**config.mk**
```make
export PLATFORM = sky130hd
export DESIGN_NAME = adc_scan_seq
export DESIGN_NICKNAME = d
export VERILOG_FILES = /design/src/rtl/adc_seq_pkg.sv /design/src/rtl/adc_trig_sel.sv /design/src/rtl/adc_range_tbl.sv /design/src/rtl/adc_scan_ptr.sv /design/src/rtl/adc_scan_seq.sv
export SDC_FILE = /design/constraint.sdc
export NUM_CORES = 1
export LEC_CHECK = 0
export BUFFER_PORTS_ARGS = -buffer_cell sky130_fd_sc_hd__clkbuf_2
export CAP_MARGIN = 20
export CELL_PAD_IN_SITES_DETAIL_PLACEMENT = 0
export CELL_PAD_IN_SITES_GLOBAL_PLACEMENT = 1
export CORE_AREA = 4 4 93 182
export DETAILED_ROUTE_END_ITERATION = 8
export DIE_AREA = 0 0 97 186
export PLACE_DENSITY_LB_ADDON = 0.12
export SETUP_SLACK_MARGIN = 0.3
export SYNTH_ARGS = -nofsm -noshare
export SYNTH_HDL_FRONTEND = slang
export SYNTH_HIERARCHICAL = 1
export SYNTH_SLANG_ARGS = --single-unit
```
**constraint.sdc**
```tcl
create_clock -name clk -period 2.5 [get_ports clk]
set_input_delay 0.125 -clock clk [delete_from_list [all_inputs] [get_ports clk]]
set_output_delay 0.125 -clock clk [all_outputs]
set_load 0.005 [all_outputs]
```
**src/rtl/adc_seq_pkg.sv**
```systemverilog
package adc_seq_pkg;
  typedef enum logic [1:0] {
    SEL_SCAN = 2'd0,
    SEL_GAIN = 2'd1,
    SEL_CTRL = 2'd2,
    SEL_KICK = 2'd3
  } cfg_sel_e;

  localparam int TRIG_SRC_N = 3;
  localparam int EN_SW      = 0;
  localparam int EN_PACER   = 1;
  localparam int EN_EXT     = 2;
endpackage

```
**src/rtl/adc_trig_sel.sv**
```systemverilog
module adc_trig_sel
  import adc_seq_pkg::*;
(
  input  logic                  clk,
  input  logic                  rst_n,
  input  logic                  ctrl_wr,
  input  logic [TRIG_SRC_N-1:0] ctrl_bits,
  input  logic                  kick_wr,
  input  logic                  pacer_tick,
  input  logic                  ext_trig,
  output logic                  trig_evt
);
  logic [TRIG_SRC_N-1:0] en_q;
  logic                  ext_prev;
  logic [TRIG_SRC_N-1:0] raw;

  always_ff @(posedge clk or negedge rst_n) begin
    if (!rst_n) begin
      en_q     <= '0;
      ext_prev <= 1'b0;
    end else begin
      ext_prev <= ext_trig;
      if (ctrl_wr) en_q <= ctrl_bits;
    end
  end

  always_comb begin
    raw           = '0;
    raw[EN_SW]    = kick_wr;
    raw[EN_PACER] = pacer_tick;
    raw[EN_EXT]   = ext_trig & ~ext_prev;
  end

  assign trig_evt = |(raw & en_q);
endmodule

```
**src/rtl/adc_range_tbl.sv**
```systemverilog
module adc_range_tbl #(
  parameter int NCH     = 16,
  parameter int RANGE_W = 6,
  localparam int CH_W   = $clog2(NCH)
) (
  input  logic               clk,
  input  logic               rst_n,
  input  logic               wr_en,
  input  logic [CH_W-1:0]    wr_chan,
  input  logic [RANGE_W-1:0] wr_code,
  input  logic [CH_W-1:0]    rd_chan,
  output logic [RANGE_W-1:0] rd_code
);
  localparam int DIFF_BIT = RANGE_W - 1;
  logic [RANGE_W-1:0] tbl [NCH];

  for (genvar i = 0; i < NCH; i++) begin : g_ch
    logic [RANGE_W-1:0] wr_masked;
    if (i % 2 == 1) begin : g_odd
      assign wr_masked = {1'b0, wr_code[RANGE_W-2:0]};
    end else begin : g_even
      assign wr_masked = wr_code;
    end
    always_ff @(posedge clk or negedge rst_n) begin
      if (!rst_n) tbl[i] <= '0;
      else if (wr_en && wr_chan == CH_W'(i)) tbl[i] <= wr_masked;
    end
  end

  assign rd_code = tbl[rd_chan];

  AST_ODD_NEVER_DIFF: assert property (@(posedge clk) disable iff (!rst_n)
    rd_chan[0] |-> !rd_code[DIFF_BIT]);
endmodule

```
**src/rtl/adc_scan_ptr.sv**
```systemverilog
module adc_scan_ptr #(
  parameter int NCH   = 16,
  localparam int CH_W = $clog2(NCH)
) (
  input  logic            clk,
  input  logic            rst_n,
  input  logic            win_wr,
  input  logic [CH_W-1:0] win_first,
  input  logic [CH_W-1:0] win_last,
  input  logic            trig,
  input  logic            out_free,
  input  logic            done,
  input  logic            act_diff,
  output logic [CH_W-1:0] ptr,
  output logic [CH_W-1:0] first_q,
  output logic [CH_W-1:0] act_chan,
  output logic            busy,
  output logic            conv_start,
  output logic            launch,
  output logic            finish
);
  logic [CH_W-1:0] last_q;
  logic [CH_W-1:0] step_nxt;
  logic [CH_W-1:0] ptr_nxt;
  logic            rewound;

  assign launch = trig && !busy && out_free;
  assign finish = done && busy;

  always_comb begin
    step_nxt = act_chan + (act_diff ? CH_W'(2) : CH_W'(1));
    if (act_chan == last_q || (act_diff && (act_chan + CH_W'(1)) == last_q))
      ptr_nxt = first_q;
    else
      ptr_nxt = step_nxt;
  end

  always_ff @(posedge clk or negedge rst_n) begin
    if (!rst_n) begin
      first_q    <= '0;
      last_q     <= '0;
      ptr        <= '0;
      act_chan   <= '0;
      busy       <= 1'b0;
      conv_start <= 1'b0;
      rewound    <= 1'b0;
    end else begin
      conv_start <= launch;
      if (launch) begin
        busy     <= 1'b1;
        act_chan <= ptr;
        rewound  <= 1'b0;
      end else if (finish) begin
        busy <= 1'b0;
      end
      if (win_wr) begin
        first_q <= win_first;
        last_q  <= win_last;
        ptr     <= win_first;
        if (busy) rewound <= 1'b1;
      end else if (finish && !rewound) begin
        ptr <= ptr_nxt;
      end
    end
  end

  AST_START_ONE_CYCLE: assert property (@(posedge clk) disable iff (!rst_n)
    conv_start |=> !conv_start);
  AST_CHAN_HELD: assert property (@(posedge clk) disable iff (!rst_n)
    busy && !finish |=> $stable(act_chan));
  AST_START_MEANS_BUSY: assert property (@(posedge clk) disable iff (!rst_n)
    conv_start |-> busy);
endmodule

```
**src/rtl/adc_scan_seq.sv**
```systemverilog
module adc_scan_seq
  import adc_seq_pkg::*;
#(
  parameter int NCH     = 16,
  parameter int DATA_W  = 12,
  parameter int RANGE_W = 6,
  localparam int CH_W   = $clog2(NCH),
  localparam int SMP_W  = CH_W + DATA_W
) (
  input  logic               clk,
  input  logic               rst_n,
  input  logic               cfg_wr,
  input  logic [1:0]         cfg_sel,
  input  logic [15:0]        cfg_wdata,
  input  logic               pacer_tick,
  input  logic               ext_trig,
  output logic               conv_start,
  output logic [CH_W-1:0]    conv_chan,
  output logic [RANGE_W-1:0] conv_range,
  input  logic               conv_done,
  input  logic [DATA_W-1:0]  conv_data,
  output logic               smp_valid,
  input  logic               smp_ready,
  output logic [SMP_W-1:0]   smp_data
);
  cfg_sel_e        sel;
  logic            wr_scan, wr_gain, wr_ctrl, wr_kick;
  logic            trig_evt;
  logic [CH_W-1:0] ptr, first_q, act_chan;
  logic            busy, launch, finish;
  logic [RANGE_W-1:0] tbl_code;
  logic [RANGE_W-1:0] range_q;

  assign sel     = cfg_sel_e'(cfg_sel);
  assign wr_scan = cfg_wr && sel == SEL_SCAN;
  assign wr_gain = cfg_wr && sel == SEL_GAIN;
  assign wr_ctrl = cfg_wr && sel == SEL_CTRL;
  assign wr_kick = cfg_wr && sel == SEL_KICK;

  adc_trig_sel u_trig (
    .clk        (clk),
    .rst_n      (rst_n),
    .ctrl_wr    (wr_ctrl),
    .ctrl_bits  (cfg_wdata[TRIG_SRC_N-1:0]),
    .kick_wr    (wr_kick),
    .pacer_tick (pacer_tick),
    .ext_trig   (ext_trig),
    .trig_evt   (trig_evt)
  );

  adc_range_tbl #(.NCH(NCH), .RANGE_W(RANGE_W)) u_tbl (
    .clk     (clk),
    .rst_n   (rst_n),
    .wr_en   (wr_gain),
    .wr_chan (first_q),
    .wr_code (cfg_wdata[RANGE_W-1:0]),
    .rd_chan (ptr),
    .rd_code (tbl_code)
  );

  adc_scan_ptr #(.NCH(NCH)) u_ptr (
    .clk        (clk),
    .rst_n      (rst_n),
    .win_wr     (wr_scan),
    .win_first  (cfg_wdata[CH_W-1:0]),
    .win_last   (cfg_wdata[8+CH_W-1:8]),
    .trig       (trig_evt),
    .out_free   (!smp_valid),
    .done       (conv_done),
    .act_diff   (range_q[RANGE_W-1]),
    .ptr        (ptr),
    .first_q    (first_q),
    .act_chan   (act_chan),
    .busy       (busy),
    .conv_start (conv_start),
    .launch     (launch),
    .finish     (finish)
  );

  always_ff @(posedge clk or negedge rst_n) begin
    if (!rst_n) begin
      range_q   <= '0;
      smp_valid <= 1'b0;
      smp_data  <= '0;
    end else begin
      if (launch) range_q <= tbl_code;
      if (finish) begin
        smp_valid <= 1'b1;
        smp_data  <= {act_chan, conv_data};
      end else if (smp_valid && smp_ready) begin
        smp_valid <= 1'b0;
      end
    end
  end

  assign conv_chan  = act_chan;
  assign conv_range = range_q;

  AST_SMP_HELD: assert property (@(posedge clk) disable iff (!rst_n)
    smp_valid && !smp_ready |=> smp_valid && $stable(smp_data));
  AST_TAG_MATCH: assert property (@(posedge clk) disable iff (!rst_n)
    conv_done && busy |=> smp_data[SMP_W-1:DATA_W] == $past(conv_chan));
  AST_NO_LAUNCH_PENDING: assert property (@(posedge clk) disable iff (!rst_n)
    smp_valid |-> !conv_start);
  AST_RANGE_HELD: assert property (@(posedge clk) disable iff (!rst_n)
    busy && !conv_done |=> $stable(conv_range));
endmodule

```
### Word level (Yosys, flattened, before mapping)

Index checks and enable logic that the tools add are counted.
Widths: inputs -> output; s select.

* add/sub/neg operators: 2
* order comparisons: 1
* eq/ne operators: 20
* mux-type cells: 14
* bitwise logic cells: 4
* reductions and logical operators: 36

Operator list (number)
* $eq 4x4->1 const B: 8
* $logic_and 1x1->1: 26
* $bmux 6 s4: 1
* $eq 4x3->1 const B: 4
* $mux 4: 3
* $mux 6: 2
* $eq 4x2->1 const B: 2
* $eq 4x4->1: 2
* $mux 1: 7
* $reduce_bool 2->1: 3
* $ge 5x5->1 const B: 1
* $not 4->5: 1
* $add 4x1->4 const B: 1
* $add 4x4->4: 1
* $eq 2x2->1 const B: 2
* $eq 4x1->1 const B: 1
* $logic_not 4->1: 1
* $and 3x3->3: 1
* $logic_not 1->1: 3
* $reduce_or 3->1: 1
* $eq 2x1->1 const B: 1
* $logic_not 2->1: 1
* $mux 2: 1
* $and 1x1->1: 1
* 2 further kinds: 2

* register bits: 134
* bits of input ports: 37
* logic and storage cells: 105

### Depth between registers and ports, before layout

Gate-level depths: netlist (run 1).

* word-level depth: 9
* mapped depth: 7
* depth with buffers taken out: 7

### Cells and area by module

The synthesis (run 1) kept the hierarchy.

By module, submodules not included
* adc_range_tbl: times used 1, cells each 260, area each 4027.6 µm²
* adc_scan_ptr: times used 1, cells each 94, area each 1007.2 µm²
* adc_scan_seq: times used 1, cells each 55, area each 934.6 µm²
* adc_trig_sel: times used 1, cells each 10, area each 150.1 µm²

### Worst setup path after synthesis (run 1)

No wires, ideal clock.

* path type: reg-to-reg
* start point: register u_ptr.ptr[0]
* end point: register range_q[0], in the netlist conv_range[0]
* arrival: 1.676 ns
* slack: 0.699 ns
* cell stages (with the launch flop): 6
* cell sequence: dfrtp_1 > buf_2 > mux4_2 > a22oi_1 > nand3_1 > mux2_2

* cells in the longest elaborated chain, start to end: 4

Ends and longest elaborated chain
* from (decl): RTL line adc_scan_ptr.sv:14 `output logic [CH_W-1:0] ptr,`
* from (signal assigned): RTL line adc_scan_ptr.sv:59 `ptr <= win_first;`
* from (signal assigned): RTL line adc_scan_ptr.sv:62 `ptr <= ptr_nxt;`
* $not 4->5 (implied by the code): RTL line adc_range_tbl.sv:30 `assign rd_code = tbl[rd_chan];`
* $bmux 6 s4: RTL line adc_range_tbl.sv:30
* $mux 6 (implied by the code) (2 in series): RTL line adc_range_tbl.sv:30
* net tbl_code[0]: RTL line adc_scan_seq.sv:31 `logic [RANGE_W-1:0] tbl_code;`
* to (signal assigned): RTL line adc_scan_seq.sv:86 `if (launch) range_q <= tbl_code;`
* to (decl): RTL line adc_scan_seq.sv:32 `logic [RANGE_W-1:0] range_q;`

The timed path passes the listed nets, and every way through them passes these cells. The select of a mux whose other input is x is not followed.
A chain may end at the register's enable or synchronous reset.

### Final worst setup path (run 1)

* start point: register u_ptr.ptr[0]
* end point: register range_q[1], in the netlist conv_range[1]

The elaborated chain is that of the path after synthesis.

==> results.md, run 1 <==
- Top FF cell, synth: dfrtp_1
- Mapped Area: ~6100 um2
- Diode count: 0
- Peak supply drop: between 0.7 and 0.8 mV
- PwrDens: roughly 1200 nW/um2
- Total GRT Usage: between 10% and 20%
- DRT iter0 DRCs: approximately 110
- Main area contributors after synthesis: dfrtp_1 (55%), mux2_2 (20%), mux4_2 (8.1%)
- Leak pwr: between 3 and 4 nW
- Core area: 15500 um2
- Worst path slowest cell: mux4_2
- Cell accounting for the most synthesized area: dfrtp_1
- Status: finished, final reports clean
- Clk root buf: clkbuf_16
- Setup violators final: 0
- Fill count: approximately 1400
- Async SR Flop Fraction: 100%
- Post-Synthesis Cells: about 420
- Post-layout util: between 40% and 50%
- CP endpoint kind: flop
- CP startpoint kind: flop
- Num CTS Buffers: 17
- Required @ worst endpoint: between 2 and 3 ns
- Largest net degree at the start of global routing: 71
- Period utilisation layout: a little over four fifths
- Switching share of power: 28.2%
- Share of post-route cells with drive strength above 1: about 48%
- Crit-path cells: buf_12, mux4_2, a22oi_1, nand3_1, mux2_2
- DR WL/cell: 19.6 um
- CTS Buffer Depth: 2
- IO buf count: between 50 and 60
- Hold Fails Final Rpt: 0
- CP bufs+invs: 1
- Die Y: between 150 and 200 um
- CP max stage delay: roughly 0.5 ns
- NetSw: between 2 and 2.5 mW
- 1st-pass router iterations: 4
- # DRC: 0
- H-tree depth: 4
- Initial antenna violation count: 0
- Kind of critical path: flop to flop
- Post-place setup slack: 0.400 ns
- Vias in the first global route: about 4200
- RSZ-0062 raised after global routing: false
- Clock transition at path regs: 0.06 ns
- Final global-route overflow total: 0
- HP Class: input port to flop
- Initial core utilization: approximately 40%
- Worst Setup Slack, final: a little over 0.4 ns
- Maximum fanout along the worst path: 19
- Top-count cell post-synth: dfrtp_1
- Post-synth EDFFs: 0
- Worst slew margin: between 50% and 60%
- Clock Latency Late Sink: 0.41 ns
- Comb pwr share: between 20% and 30%
- Peak Freq: about 0.48 GHz
- Fin nets: approximately 550
- Sequential share of power: 38.6%
- Internal power: between 6 and 7 mW
- Synthesis-to-layout area growth: 23.9%
- Drt via density: approximately 5.1
- Total Power: roughly 8.8 mW
- Slew @ Worst Pin: between 0.6 and 0.7 ns
- TNS Setup: 0 ns
- Final hold slack: roughly 0.094 ns
- Seq cells post-synth: roughly 130
- Synth Warn #: 6
- Post-DRT Antenna Nets: 0
- Slew Viols, Final: 0
- Die area: 18000 um2
- Post-CTS Setup Bufs: 0
- Seq/Total Area, Yosys: 54.8%
- MaxCap Viol Count: 0
- Die Wd: just under 100 um
- # IOs: 65
- Average cell area after synthesis: around 15 um2
- Post-synth top area share: 54.8%
- CP top delay family: multiplexers
- CTS tree: done
- Post-synth top cells: dfrtp_1 (134), mux2_2 (109), nand2_1 (23)
- Rows: 64
- Tmin final: approximately 2.1 ns
- Total wire length: between 10000 and 15000 um
- Yosys cell types: about 40
- Syn_nets: 460
- GPL Wtd Cong: roughly 0.76
- Clock power share: approximately 33%
- Worst path arrival time: 2.39 ns
- Clock Skew: approximately 0.0086 ns
- First-pass GRT wire length: 22900 um
- Clock sink total: about 130
- DP HPWL: around 10000 um
- Vias: 3662
[power by group through the flow]
stage,registers [mW],logic [mW],clock network (mW)
2_1_floorplan,3.22,1.85,0
3_3_place_gp,3.39,2.51,0
3_5_place_dp,3.43,2.57,0
4_1_cts,3.40,2.60,2.94
5_1_grt,3.49,2.78,3.05
6_report,3.39,2.53,2.87
[logic make-up after synthesis]
group           count (synthesis)  synth area share [%]
mux                           148                  31.8
flops                         134                  54.8
simple gates                   71                  5.75
buf+inv                        30                  2.56
compound gates                 23                  2.70
xor+xnor                        9                  1.51
fa+ha+maj                       4                 0.941
[through the flow]
step	instances	cell area, um2
after global placement	669	6690
after global routing	721	7580
after detailed placement	669	6690
final	721	7580
after CTS	721	7580
after floorplan	419	6120
[registers in the layout, summed over array words and instances (netlist names), 3 cells and up]
register / flops
u_ptr/act_chan: 4
smp_data: 16
u_tbl/tbl: 88
u_ptr/last_q: 4
u_ptr/ptr: 4
u_trig/en_q: 3
conv_range: 6
u_ptr/first_q: 4
[path summary, 6_finish.rpt]
| check | startpoint | end | slack [ns] | depth (start not counted) |
|---|---|---|---|---|
| setup / recovery | u_ptr/ptr[0] | conv_range[1] | 0.41 | 5 |
| hold reg to reg | u_tbl/tbl[94] | u_tbl/tbl[94] | 0.50 | 1 |
| max in group asynchronous | rst_n | u_tbl/tbl[10] | 1.57 | 3 |
| setup reg to reg | u_ptr/ptr[0] | conv_range[1] | 0.41 | 5 |
| hold / removal | cfg_wdata[5] | u_tbl/tbl[95] | 0.09 | 2 |
| min in group asynchronous | rst_n | u_tbl/tbl[84] | 0.20 | 2 |
[layer usage]
metal,track usage [%],part of all wire (%),vias up
met5,0,0,-
met4,7.20,2.6,0
met3,3.41,2.5,20
met2,32.7,57,61
met1,17.3,37,1889
li1,-,-,1692
[final cells by class]
cell class / count / area, um2 / share of cell area, %
Clock buffer: 20 / 467 / 6.16
Clock inverter: 12 / 223 / 2.94
Inverter: 10 / 37.5 / 0.495
Multi-Input combinational cell: 255 / 2620 / 34.5
Sequential cell: 134 / 3350 / 44.2
Tap cell: 198 / 248 / 3.27
Timing Repair Buffer: 92 / 639 / 8.43
[worst reg2reg max path, cell delays in order (launching register included)]
cell and delay [ns]:
dfrtp_1 0.43, buf_12 0.23, mux4_2 0.53, a22oi_1 0.39
nand3_1 0.14, mux2_2 0.27
[cell usage in the layout (no fill, tap or decap), drive strengths merged, types with 2 or more instances in the layout]
| master | count |
|---|---|
| xor2 | 4 |
| mux2 | 119 |
| o21ai | 6 |
| a22oi | 6 |
| nor3b | 3 |
| nand3b | 3 |
| clkbuf | 77 |
| buf | 15 |
| bufinv | 6 |
| mux2i | 7 |
| clkinvlp | 5 |
| nor2 | 17 |
| nor2b | 2 |
| or3 | 3 |
| ha | 3 |
| o21bai | 3 |
| xnor2 | 4 |
| dfrtp | 134 |
| nand2 | 23 |
| nand3 | 11 |
| dlygate4sd3 | 20 |
| inv | 10 |
| mux4 | 22 |
| a31oi | 2 |
| nand2b | 3 |
| o21a | 2 |
[repair_timing]
action,in CTS,in global routing
endpoints found under the hold margin,59,0
hold buffers,20,0
gates resized for setup,0,0
No activity file was read; power rests on OpenSTA's default activity.
==> run 2, diff against run 1 <==
--- a/config.mk
+++ b/config.mk
@@ -5,13 +5,14 @@
 export SDC_FILE = /design/constraint.sdc
 export NUM_CORES = 1
 export LEC_CHECK = 0
+export ABC_AREA = 1
 export BUFFER_PORTS_ARGS = -buffer_cell sky130_fd_sc_hd__clkbuf_2
 export CAP_MARGIN = 20
 export CELL_PAD_IN_SITES_DETAIL_PLACEMENT = 0
 export CELL_PAD_IN_SITES_GLOBAL_PLACEMENT = 1
-export CORE_AREA = 4 4 93 182
+export CORE_AREA = 4 4 96 189
 export DETAILED_ROUTE_END_ITERATION = 8
-export DIE_AREA = 0 0 97 186
+export DIE_AREA = 0 0 100 193
 export PLACE_DENSITY_LB_ADDON = 0.12
 export SETUP_SLACK_MARGIN = 0.3
 export SYNTH_ARGS = -nofsm -noshare
==> constraint.sdc (replaced) <==
create_clock -name clk -period 2.19 [get_ports clk]
set_input_delay 0.1095 -clock clk [delete_from_list [all_inputs] [get_ports clk]]
set_output_delay 0.1095 -clock clk [all_outputs]
set_load 0.005 [all_outputs]
==> results.md, run 2 <==
- DP HPWL: roughly 12000 um
- H-tree depth: 4
- Area occupied by multi-input gates: around 2600 um2
- Reg2reg end: conv_range[1]
- PwrDens: approximately 1300 nW/um2
- Clock Latency Late Sink: ~0.42 ns
- Setup slack, reg-to-reg: roughly 0.48 ns
- Status: finished, final reports clean
- CP startpoint kind: flop
- Critical R2R Launch: u_ptr/ptr[1]
- Post-synth EDFFs: 0
- Kind of critical path: flop to flop
- MaxCap Viol Count: 0
- Clk root buf: clkbuf_16
- Final global-route overflow total: 0
- Average cell area after synthesis: approximately 7.9 um2
- Reg area: about 3400 um2
- DRT iter0 DRCs: ~220
- Mapped Area: approximately 6600 um2
- Cell accounting for the most synthesized area: dfrtp_1
- Total GRT Usage: between 15 and 20%
- Most common cell after layout, fill and taps aside: nand2_1
- Peak supply drop: 0.584 mV
- Post-CTS Setup Bufs: 0
- Diode count: 0
- Commonest non-fill, non-tap cells in the layout: nand2_1 (301), dfrtp_1 (133), inv_1 (99)
- Maximum fanout along the worst path: 24
- Peak Freq: just under 0.6 GHz
- Worst slew margin: about half
- CTS tree: done
- CTS Buffer Depth: 2
- Top reg by flops: u_tbl/tbl
- Required @ worst endpoint: 2.55 ns
- Num CTS Buffers: 17
- Synthesis-to-layout area growth: 19.8%
- Worst Setup EP: conv_range[1]
- Leak pwr: roughly 4 nW
- Worst Setup Slack, final: ~0.48 ns
- DR WL/cell: 15.8 um
- Vias in the first global route: 5638
- Yosys cell types: 34
- Core area: 16700 um2
- Tmin final: roughly 1.7 ns
- Clock transition at path regs: 0.06 ns
- Die area: a little under 20000 um2
- Non-filler instance count after layout: 1135
- Slew Viols, Final: 0
- Post-synth top area share: about half
- Top FF cell, synth: dfrtp_1
- # DRC: 0
- Clock Skew: approximately 0.0086 ns
- Initial core utilization: around 40%
- IO buf count: 58
- Hold Fails Final Rpt: 0
- Post-synth top cells: nand2_1 (301), dfrtp_1 (134), inv_1 (99)
- Share of post-route cells with drive strength above 1: roughly 17%
- Worst path arrival time: about 2.1 ns
- Reg2Reg Depth: 8
- GPL Wtd Cong: 0.853
- Seq cells post-synth: between 100 and 150
- Setup violators final: 0
- Clock sink total: between 100 and 150
- Post-place setup slack: 0.432 ns
- Initial antenna violation count: 0
- Slew @ Worst Pin: between 0.7 and 0.8 ns
- Met2 usage: a little under two fifths
- TNS Setup: 0 ns
- GR Layer Usage met3: about 2.6%
- Post-Synthesis Cells: ~840
- Grt met1 use: ~22%
- Post-layout util: a little under half
- Max FFs per register: 88
- HP Class: input port to flop
- Fin nets: ~960
- 1st-pass router iterations: 5
- Period utilisation layout: about four fifths
- Total wire length: 17900 um
- Main area contributors after synthesis: dfrtp_1 (51%), nand2_1 (17%), nand3_1 (6.0%)
- Syn_nets: 877
- First-pass GRT wire length: 29500 um
- Fill count: between 1500 and 2000
- Rows: between 60 and 70
- Die Wd: around 100 um
- CP endpoint kind: flop
- RSZ-0062 raised after global routing: false
- CP startpoint: u_ptr/ptr[1]
- Post-DRT Antenna Nets: 0
- Async SR Flop Fraction: 100%
- Top-count cell post-synth: nand2_1
- Seq/Total Area, Yosys: a little over 50%
- Die Y: approximately 190 um
- Top Usage Layer GRT: met2
- Total Power: just over 10 mW
- Largest net degree at the start of global routing: between 70 and 80
- Drt via density: between 4 and 5
- # IOs: 65
- Placed cells: 1079
- Vias: between 5000 and 6000
- Synth Warn #: 6
[run 2: kinds of logic after synthesis]
group | synth area share, %
AND/OR/NAND/NOR | 28.3
AO/OA/AOI/OAI | 9.74
XOR/XNOR | 0.398
flip-flops | 50.8
buffers and inverters | 9.88
adder cells (fa/ha/maj) | 0.872
[run 2: how the worst min path moves through the flow]
stage,from,to,depth (start not counted)
after floorplan,rst_n,conv_range[0],0
final,cfg_sel[0],u_trig/en_q[0],4
after global routing,cfg_sel[0],u_trig/en_q[1],4
after detailed placement,rst_n,u_tbl/tbl[80],2
after CTS,cfg_sel[0],u_trig/en_q[0],4
after global placement,rst_n,u_tbl/tbl[78],2
[run 2: area by class of cell]
class | instances | share of cell area [%]
Timing Repair Buffer | 95 | 8.50
Multi-Input combinational cell | 558 | 32.8
Clock buffer | 18 | 5.43
Clock inverter | 14 | 2.25
Tap cell | 207 | 3.28
Sequential cell | 134 | 42.4
Inverter | 109 | 5.30
[run 2: repair_timing]
item	4_1_cts	5_1_grt
resized for setup	0	1
endpoints found under the hold margin	159	0
hold buffers	24	0
setup endpoints to repair	0	1
[run 2: where the power goes]
part | switching, mW | internal, mW | total [mW] | leakage (nW)
sequential | 0.565 | 3.22 | 3.79 | 1.74
clock | 1.14 | 1.80 | 2.93 | 0.283
combinational | 2.16 | 1.29 | 3.45 | 1.98
total | 3.86 | 6.31 | 10.2 | 4.01
[run 2: through the flow]
| step | hold WS [ns] | area, um2 |
|---|---|---|
| 6_report | 0.0632 | 7910 |
| 5_1_grt | 0.0977 | 7910 |
| 4_1_cts | 0.0478 | 7910 |
| 3_5_place_dp | 0.139 | 7060 |
| 3_3_place_gp | 0.130 | 7060 |
| 2_1_floorplan | -0.186 | 6600 |
[run 2: critical path, cell delays in order (launching register included)]
cell     delay [ns]
dfrtp_1        0.51
inv_1          0.10
buf_4          0.29
nand3_1        0.22
nand3_1        0.18
nand3_1        0.09
nand2_1        0.11
nand2_1        0.07
nand2_1        0.07
[run 2: per-layer routing]
metal / vias up / part of all wire (%)
li1: 2761 / -
met1: 2622 / 38
met2: 115 / 56
met3: 22 / 3.0
met4: 0 / 2.4
met5: - / 0
